File: src/rtl/cdst_pkg.sv
`timescale 1ns/1ps
package cdst_pkg;
  // Classification of one strobed raw bit
  typedef enum logic [1:0] {
    BK_IDLE  = 2'd0,
    BK_FRAME = 2'd1,
    BK_STUFF = 2'd2
  } bit_kind_e;
endpackage

File: src/rtl/cdst_run_track.sv
`timescale 1ns/1ps
module cdst_run_track #(
  parameter int RUN_LIMIT = 5
) (
  input  logic clk,
  input  logic rst_n,
  input  logic smp_valid,
  input  logic smp_bit,
  input  logic smp_first,
  input  logic chk_en,
  output logic stuff_hit,
  output logic six_hit
);
  localparam int RUN_MAX = RUN_LIMIT + 1;
  localparam int RUN_W   = $clog2(RUN_MAX + 1);
  localparam logic [RUN_W-1:0] LIM  = RUN_W'(RUN_LIMIT);
  localparam logic [RUN_W-1:0] SATV = RUN_W'(RUN_MAX);
  localparam logic [RUN_W-1:0] ONE  = RUN_W'(1);

  logic [RUN_W-1:0] run_q;
  logic             hist_q;
  logic             same_c;
  logic             armed_c;

  // Saturating run-length step
  function automatic logic [RUN_W-1:0] run_step(input logic [RUN_W-1:0] r,
                                                input logic same,
                                                input logic first);
    if (first || !same) return ONE;
    if (r >= SATV)      return SATV;
    return r + ONE;
  endfunction

  always_comb begin
    same_c    = (smp_bit == hist_q);
    armed_c   = !smp_first && (run_q >= LIM);
    stuff_hit = smp_valid && chk_en && armed_c && !same_c;
    six_hit   = smp_valid && chk_en && armed_c && same_c;
  end

  always_ff @(posedge clk or negedge rst_n) begin
    if (!rst_n) begin
      run_q  <= '0;
      hist_q <= 1'b0;
    end else if (smp_valid) begin
      run_q  <= run_step(run_q, same_c, smp_first);
      hist_q <= smp_bit;
    end
  end

  assert_run_cap_R3: assert property (@(posedge clk) disable iff (!rst_n)
    run_q <= SATV);
  assert_sof_restart_R5: assert property (@(posedge clk) disable iff (!rst_n)
    (smp_valid && smp_first) |=> (run_q == ONE));
  assert_hold_R3: assert property (@(posedge clk) disable iff (!rst_n)
    !smp_valid |=> $stable(run_q));
endmodule

File: src/rtl/cdst_index.sv
`timescale 1ns/1ps
module cdst_index #(
  parameter int IDX_W = 8
) (
  input  logic             clk,
  input  logic             rst_n,
  input  logic             adv,
  input  logic             restart,
  output logic [IDX_W-1:0] cur_idx
);
  logic [IDX_W-1:0] count_q;

  function automatic logic [IDX_W-1:0] idx_next(input logic [IDX_W-1:0] c);
    return c + IDX_W'(1);
  endfunction

  assign cur_idx = restart ? '0 : count_q;

  always_ff @(posedge clk or negedge rst_n) begin
    if (!rst_n)       count_q <= '0;
    else if (adv)     count_q <= idx_next(cur_idx);
    else if (restart) count_q <= '0;
  end

  assert_idx_step_R4: assert property (@(posedge clk) disable iff (!rst_n)
    (adv && !restart) |=> (count_q == $past(count_q) + IDX_W'(1)));
  assert_idx_hold_R4: assert property (@(posedge clk) disable iff (!rst_n)
    (!adv && !restart) |=> $stable(count_q));
  assert_idx_first_R4: assert property (@(posedge clk) disable iff (!rst_n)
    (adv && restart) |=> (count_q == IDX_W'(1)));
endmodule

File: src/rtl/cdst_destuffer.sv
`timescale 1ns/1ps
module cdst_destuffer #(
  parameter int IDX_W     = 8,
  parameter int RUN_LIMIT = 5
) (
  input  logic             clk,
  input  logic             rst_n,
  input  logic             in_valid,
  input  logic             in_bit,
  input  logic             in_sof,
  input  logic             stuff_en,
  output logic             data_valid,
  output logic             data_bit,
  output logic [IDX_W-1:0] data_index,
  output logic             stuff_valid,
  output logic             stuff_error
);
  import cdst_pkg::*;

  logic             stuff_hit_w;
  logic             six_hit_w;
  logic             fwd_w;
  logic             restart_w;
  logic [IDX_W-1:0] idx_w;
  bit_kind_e        kind_w;

  assign restart_w = in_valid && in_sof;

  cdst_run_track #(.RUN_LIMIT(RUN_LIMIT)) u_run (
    .clk       (clk),
    .rst_n     (rst_n),
    .smp_valid (in_valid),
    .smp_bit   (in_bit),
    .smp_first (in_sof),
    .chk_en    (stuff_en),
    .stuff_hit (stuff_hit_w),
    .six_hit   (six_hit_w)
  );

  always_comb begin
    if (!in_valid)        kind_w = BK_IDLE;
    else if (stuff_hit_w) kind_w = BK_STUFF;
    else                  kind_w = BK_FRAME;
  end

  assign fwd_w = (kind_w == BK_FRAME);

  cdst_index #(.IDX_W(IDX_W)) u_idx (
    .clk     (clk),
    .rst_n   (rst_n),
    .adv     (fwd_w),
    .restart (restart_w),
    .cur_idx (idx_w)
  );

  always_ff @(posedge clk or negedge rst_n) begin
    if (!rst_n) begin
      data_valid  <= 1'b0;
      data_bit    <= 1'b0;
      data_index  <= '0;
      stuff_valid <= 1'b0;
      stuff_error <= 1'b0;
    end else begin
      data_valid  <= fwd_w;
      stuff_valid <= (kind_w == BK_STUFF);
      stuff_error <= six_hit_w;
      if (fwd_w) begin
        data_bit   <= in_bit;
        data_index <= idx_w;
      end
    end
  end

  assert_excl_R8: assert property (@(posedge clk) disable iff (!rst_n)
    !(data_valid && stuff_valid));
  assert_strobe_src_R8: assert property (@(posedge clk) disable iff (!rst_n)
    (data_valid || stuff_valid) |-> $past(in_valid));
  assert_err_en_R6: assert property (@(posedge clk) disable iff (!rst_n)
    stuff_error |-> $past(stuff_en));
  assert_err_fwd_R7: assert property (@(posedge clk) disable iff (!rst_n)
    stuff_error |-> data_valid);
  assert_sof_nostuff_R5: assert property (@(posedge clk) disable iff (!rst_n)
    stuff_valid |-> !$past(in_sof));
  assert_bit_R9: assert property (@(posedge clk) disable iff (!rst_n)
    data_valid |-> (data_bit == $past(in_bit)));
endmodule

File: config.mk
export PLATFORM = sky130hd
export DESIGN_NAME = cdst_destuffer
export DESIGN_NICKNAME = d
export VERILOG_FILES = /design/src/rtl/cdst_pkg.sv /design/src/rtl/cdst_run_track.sv /design/src/rtl/cdst_index.sv /design/src/rtl/cdst_destuffer.sv
export SDC_FILE = /design/constraint.sdc
export NUM_CORES = 1
export LEC_CHECK = 0
export BUFFER_PORTS_ARGS = -buffer_cell sky130_fd_sc_hd__buf_2
export CORE_UTILIZATION = 55
export CTS_BUF_LIST = sky130_fd_sc_hd__clkbuf_16
export DETAILED_ROUTE_END_ITERATION = 10
export PLACE_DENSITY = 0.85
export SLEW_MARGIN = 40
export SYNTH_ARGS = -nofsm -noshare
export SYNTH_HDL_FRONTEND = slang
export SYNTH_SLANG_ARGS = --single-unit
File: constraint.sdc
create_clock -name clk -period 2 [get_ports clk]
set_input_delay 0.3 -clock clk [delete_from_list [all_inputs] [get_ports clk]]
set_output_delay 0.3 -clock clk [all_outputs]
set_load 0.02 [all_outputs]
### Yosys cells after proc, flatten, opt, wreduce, memory -nomap -nowiden

Cells that the tools add are included.

| word-level totals | value |
|---|---|
| output and inout bits | 12 |
| logic and storage cells | 37 |
| bits in registers | 24 |
| bits of input ports | 6 |

| operators by class | value |
|---|---|
| order comparisons | 2 |
| equal/unequal tests | 3 |
| muxes and demuxes | 13 |
| add/subtract/negate cells | 2 |
| reductions and logical operators | 9 |

Operators with widths:

| kind | number |
|---|---|
| 8-bit two-way mux | 2 |
| 3-bit two-way mux | 4 |
| 8-bit by 1-bit adder with 8-bit output, second input constant | 1 |
| 3-bit greater-or-equal comparator, second input constant | 2 |
| 1-bit logical AND | 6 |
| 1-bit two-way mux | 5 |
| 2-bit two-way mux | 2 |
| 3-bit by 1-bit adder with 3-bit output, second input constant | 1 |
| 2-bit by 1-bit equality test with 1-bit output, second input constant | 1 |
| 2-bit equality test, second input constant | 1 |
| 1-bit zero test | 2 |
| 1-bit equality test | 1 |
| 1-bit logical OR | 1 |

### Logic depth before layout (Yosys ltp)

| depth | value |
|---|---|
| word-level depth | 9 |
| gate-level depth with buffers | 8 |
| mapped depth without buffers | 7 |

### Hierarchy

Synthesis repeated with hierarchy kept, for this count alone.

| second synthesis, totals | value |
|---|---|
| cell total of the unflattened synthesis | 90 |
| area total of the unflattened synthesis | 1,163.6 um^2 |

By module, submodules not included:

| module | cells an instance | area an instance (um^2) | times used | sequential area each (um^2) |
|---|---|---|---|---|
| cdst_destuffer | 26 | 470.5 | 1 | 300.3 |
| cdst_index | 37 | 426.7 | 1 | 200.2 |
| cdst_run_track | 27 | 266.5 | 1 | 100.1 |

### Worst setup path before layout

No wires, ideal clock.

| timing path | value |
|---|---|
| path type | reg2reg |
| from | register u_run.run_q[1] |
| to | register u_idx.count_q[5] |
| stages on the path, launching flop included | 7 |
| arrival | 1.619 ns |
| period minus slack after synthesis | 1.697 ns |
| buffers on the path | 0 |
| data required time | 1.922 ns |
| library setup time | 0.078 ns |
| slack | 0.303 ns |
| path through | dfrtp_1 > inv_1 > ha_1 > o211ai_2 > nor2_1 > or4_1 > a21boi_1 |

| on the way | value |
|---|---|
| longest elaborated chain between the ends | 8 |

Ends and longest elaborated chain:

| element | line | text |
|---|---|---|
| start: declaration | cdst_run_track.sv:20 | `logic [RUN_W-1:0] run_q;` |
| start signal: assignment | cdst_run_track.sv:46 | `run_q <= run_step(run_q, same_c, smp_first);` |
| 3-bit greater-or-equal comparator | cdst_run_track.sv:36 | `armed_c = !smp_first && (run_q >= LIM);` |
| 1-bit logical AND | cdst_run_track.sv:36 |  |
| 1-bit logical AND (2 in series) | cdst_run_track.sv:37 | `stuff_hit = smp_valid && chk_en && armed_c && !same_c;` |
| 2-bit two-way mux | cdst_destuffer.sv:42 | `else if (stuff_hit_w) kind_w = BK_STUFF;` |
| 2-bit two-way mux | cdst_destuffer.sv:41 | `if (!in_valid) kind_w = BK_IDLE;` |
| 2-bit by 1-bit equality test with 1-bit output | cdst_destuffer.sv:46 | `assign fwd_w = (kind_w == BK_FRAME);` |
| 8-bit two-way mux | cdst_index.sv:21 | `else if (adv) count_q <= idx_next(cur_idx);` |
| end signal: assignment | cdst_index.sv:21 |  |
| end: declaration | cdst_index.sv:11 | `logic [IDX_W-1:0] count_q;` |

Every way passes these cells.
A chain may end at the register's enable or synchronous reset.

### Worst setup path in the final report

Ends and elaborated chain as after synthesis.

==> reports/metrics.yaml <==
run_status:
  status: "completed"
yosys:
  ys_seq_area_share_pct: 50.47
  synth_top_area_share_pct: 50.47
  netlist_area_sq_um: 1190
  synth_edf_count: 0
  synth_compound_area_share_pct: 24.50
  synth_common_cells: "dfrtp_1 (24), o2bb2ai_1 (10), nor2_1 (9)"
  syn_inst: 108
  synth-xor-area-share_pct: 2.839
  synthAdderAreaFrac_pct: 3.155
  muxShareOfSynthArea_pct: 5.363
  synth-seq-cells: 24
  async_flop_share_pct: 100.0
  synthFlopType: "dfrtp_1"
  synth.avg_cell_area_sq_um: 11.02
  yosys-top-cells-area: "dfrtp_1 (50%), o2bb2ai_1 (7.4%), a22oi_1 (5.0%), ha_1 (3.2%), nor2_1 (2.8%)"
  synth_top_family_by_area: "compound AO/OA/AOI/OAI gates"
  ys_warn_count: 0
  synth_most_common_cell: "dfrtp_1"
  syn_nets: 117
  synthDistinctLibCells: 37
  synthSimpleGateAreaFrac_pct: 11.04
  yosysTopAreaCell: "dfrtp_1"
route:
  routedWlPerCell_um: 15.21
  ant_nets: 0
  routed_wl_um: 2403
  drcViolationCount: 0
  dr.pass1.iters: 4
  via_per_inst: 6.120
  vias: 967
  first_iter_violations: 29
clocking:
  cts.clk_slew.worst_paths_ns: 0.06
  cts-root-buf: "clkbuf_16"
  clkSinkCount: 24
  clk_latency_ns: 0.26
  cts_tree: "yes"
  numCtsBuffers: 3
  max-clock-path-buffers: 2
  htreeDepth: 1
power:
  powerDensity_nw_per_um2: 915.5
  total_leakage_power_nw: 0.6540
  p_total_w: 0.001302
  ir_drop_uv: 588.8
final_layout:
  diodes: 0
  final_nets: 141
  fill_cells: 151
  layout-drive-gt1-share_pct: 25.95
  syn_to_final_growth_pct: 19.56
die:
  die_h_um: 48.51
  start_util_pct: 59.44
  core-area_sq_um: 2002
  rows: 16
  io_pins: 18
  die-area_sq_um: 2353
  die_w_um: 48.51
global_routing:
  grt_pass1_wl_um: 4160
  grtUsageTotal_pct: 22.77
  gr-total-overflow: 0
  grt_max_degree: 25
  antenna_found_initial: 0
  first_global_vias: 961
critical_path:
  path_depth: 6
  rrSetupSlack_ns: 0.19
  cpPeakStageDelay_ns: 0.51
  critPathKind: "reg -> reg"
  r2r_cells: 6
  crit_path_top_delay_cell: "or4_1"
  cp-end-kind: "flip-flop"
  critPathBufInv: 1
  crit_chain: "inv_1 -> ha_1 -> o211ai_4 -> nor2_1 -> or4_1 -> a21boi_1"
  r2r-end: "u_idx.count_q[5]$_DFF_PN0_"
  critical_path_arrival_ns: 2.00
  r2r-start: "u_run.run_q[1]$_DFFE_PN0P_"
  crit_fanout: 6
  worstPathRequired_ns: 2.19
  start_kind: "flip-flop"
  cp_top_family: "simple AND/OR/NAND/NOR gates"
sta:
  max_slew.worst_pin.slew_ns: 0.5171
  slew_violations: 0
  hold_viol_final: 0
  post-route-min-period_ns: 1.811
  timing.fmax_mhz: 552.3
  setup_tns_ns: 0
  min_period_over_period_pct: 90.53
  slew_headroom_pct: 65.53
  fin_skew_ns: 0.002704
  rsz0062_at_grt: "false"
  setup_viol: 0
placement:
  port_buffers: 17
  post-dp-hpwl_um: 1706
  routabilityCongestion: 0.8205
worst_hold_path:
  hp-class: "in -> async"
run:
  drv_cap: 0
## cell usage in the layout (no fill, tap or decap), drive strengths merged, types with 3 or more instances in the layout
master | netlist | final
dfrtp | 24 | 24
buf | 2 | 23
o2bb2ai | 10 | 10
nor2 | 9 | 9
a22oi | 8 | 8
nand2 | 7 | 7
a21oi | 7 | 7
inv | 3 | 3
mux2i | 3 | 3
mux2 | 3 | 3
ha | 3 | 3
clkbuf | 2 | 3
## cell type report
class	instances	area [sq um]	area share (%)
clock buffer	3	75.07	5.277
clock inverter	1	3.754	0.2639
inverter	3	11.26	0.7916
multi-input combinational	77	566.8	39.84
sequential	24	601.8	42.30
tap	27	33.78	2.375
timing repair buffer	23	130.1	9.147
## registers in the layout, indices dropped and copies added, names as in the netlist
register and flops:
data_index 8, stuff_valid 1, data_valid 1, u_run.run_q 3, u_idx.count_q 8, data_bit 1
u_run.hist_q 1, stuff_error 1
## worst max path at each step
stage,start,slack [ns],endpoint
detailed placement,u_run.run_q[1]$_DFFE_PN0P_,0.15,u_idx.count_q[5]$_DFF_PN0_
CTS,u_run.run_q[1]$_DFFE_PN0P_,0.13,u_idx.count_q[5]$_DFF_PN0_
global placement,u_run.run_q[1]$_DFFE_PN0P_,0.22,u_idx.count_q[5]$_DFF_PN0_
finish,u_run.run_q[1]$_DFFE_PN0P_,0.19,u_idx.count_q[5]$_DFF_PN0_
floorplan,u_run.run_q[1]$_DFFE_PN0P_,0.30,u_idx.count_q[5]$_DFF_PN0_
global route,u_run.run_q[1]$_DFFE_PN0P_,0.01,u_idx.count_q[5]$_DFF_PN0_
## where the power goes
part | leakage, nW | switching [W] | total (W) | internal (W)
sequential | 0.312 | 0.0000828 | 0.000632 | 0.000549
combinational | 0.304 | 0.000134 | 0.000244 | 0.000110
clock | 0.0385 | 0.000160 | 0.000427 | 0.000267
## worst reg2reg max path: cells and delay by family (launching register included)
family                     cells  cell delay (ns)
and+or+nand+nor                2             0.63
DFF                            1             0.42
AOI/OAI and AO/OA              2             0.38
adders and majority gates      1             0.22
buffers and inverters          1             0.09
## stage by stage
step           area, sq um  hold WS (ns)  worst slack, ns  std cells  utilization, %
2_1_floorplan         1190      0.004409           0.3032        108               -
6_report              1423       0.01419           0.1894        158           71.06
3_3_place_gp          1334        0.3011           0.2213        154           66.63
3_5_place_dp          1334        0.3052           0.1504        154           66.63
4_1_cts               1413       0.03066           0.1301        158           70.56
5_1_grt               1423       0.07706          0.01335        158           71.06
## timing repair
action                     in CTS  in global routing
setup buffers                   0                  0
setup endpoints to repair       0                  1
hold buffers                    0                  0
resized for setup               0                  2
## kinds of logic (layout without fill, tap and decap cells)
family | after synthesis | count (layout)
adders and majority gates | 3 | 3
DFF | 24 | 24
AOI/OAI and AO/OA | 38 | 38
xor gates and xnor gates | 3 | 3
muxes | 6 | 6
buffers and inverters | 7 | 30
and+or+nand+nor | 27 | 27
## layer usage
metal	up-vias	track usage, %	share of wire (%)
met5	-	0	0
met4	0	11.27	2.3
met3	7	3.459	3.3
met2	18	37.32	50
met1	486	29.52	44
li1	456	-	-
(Power assumes the default switching activity.)
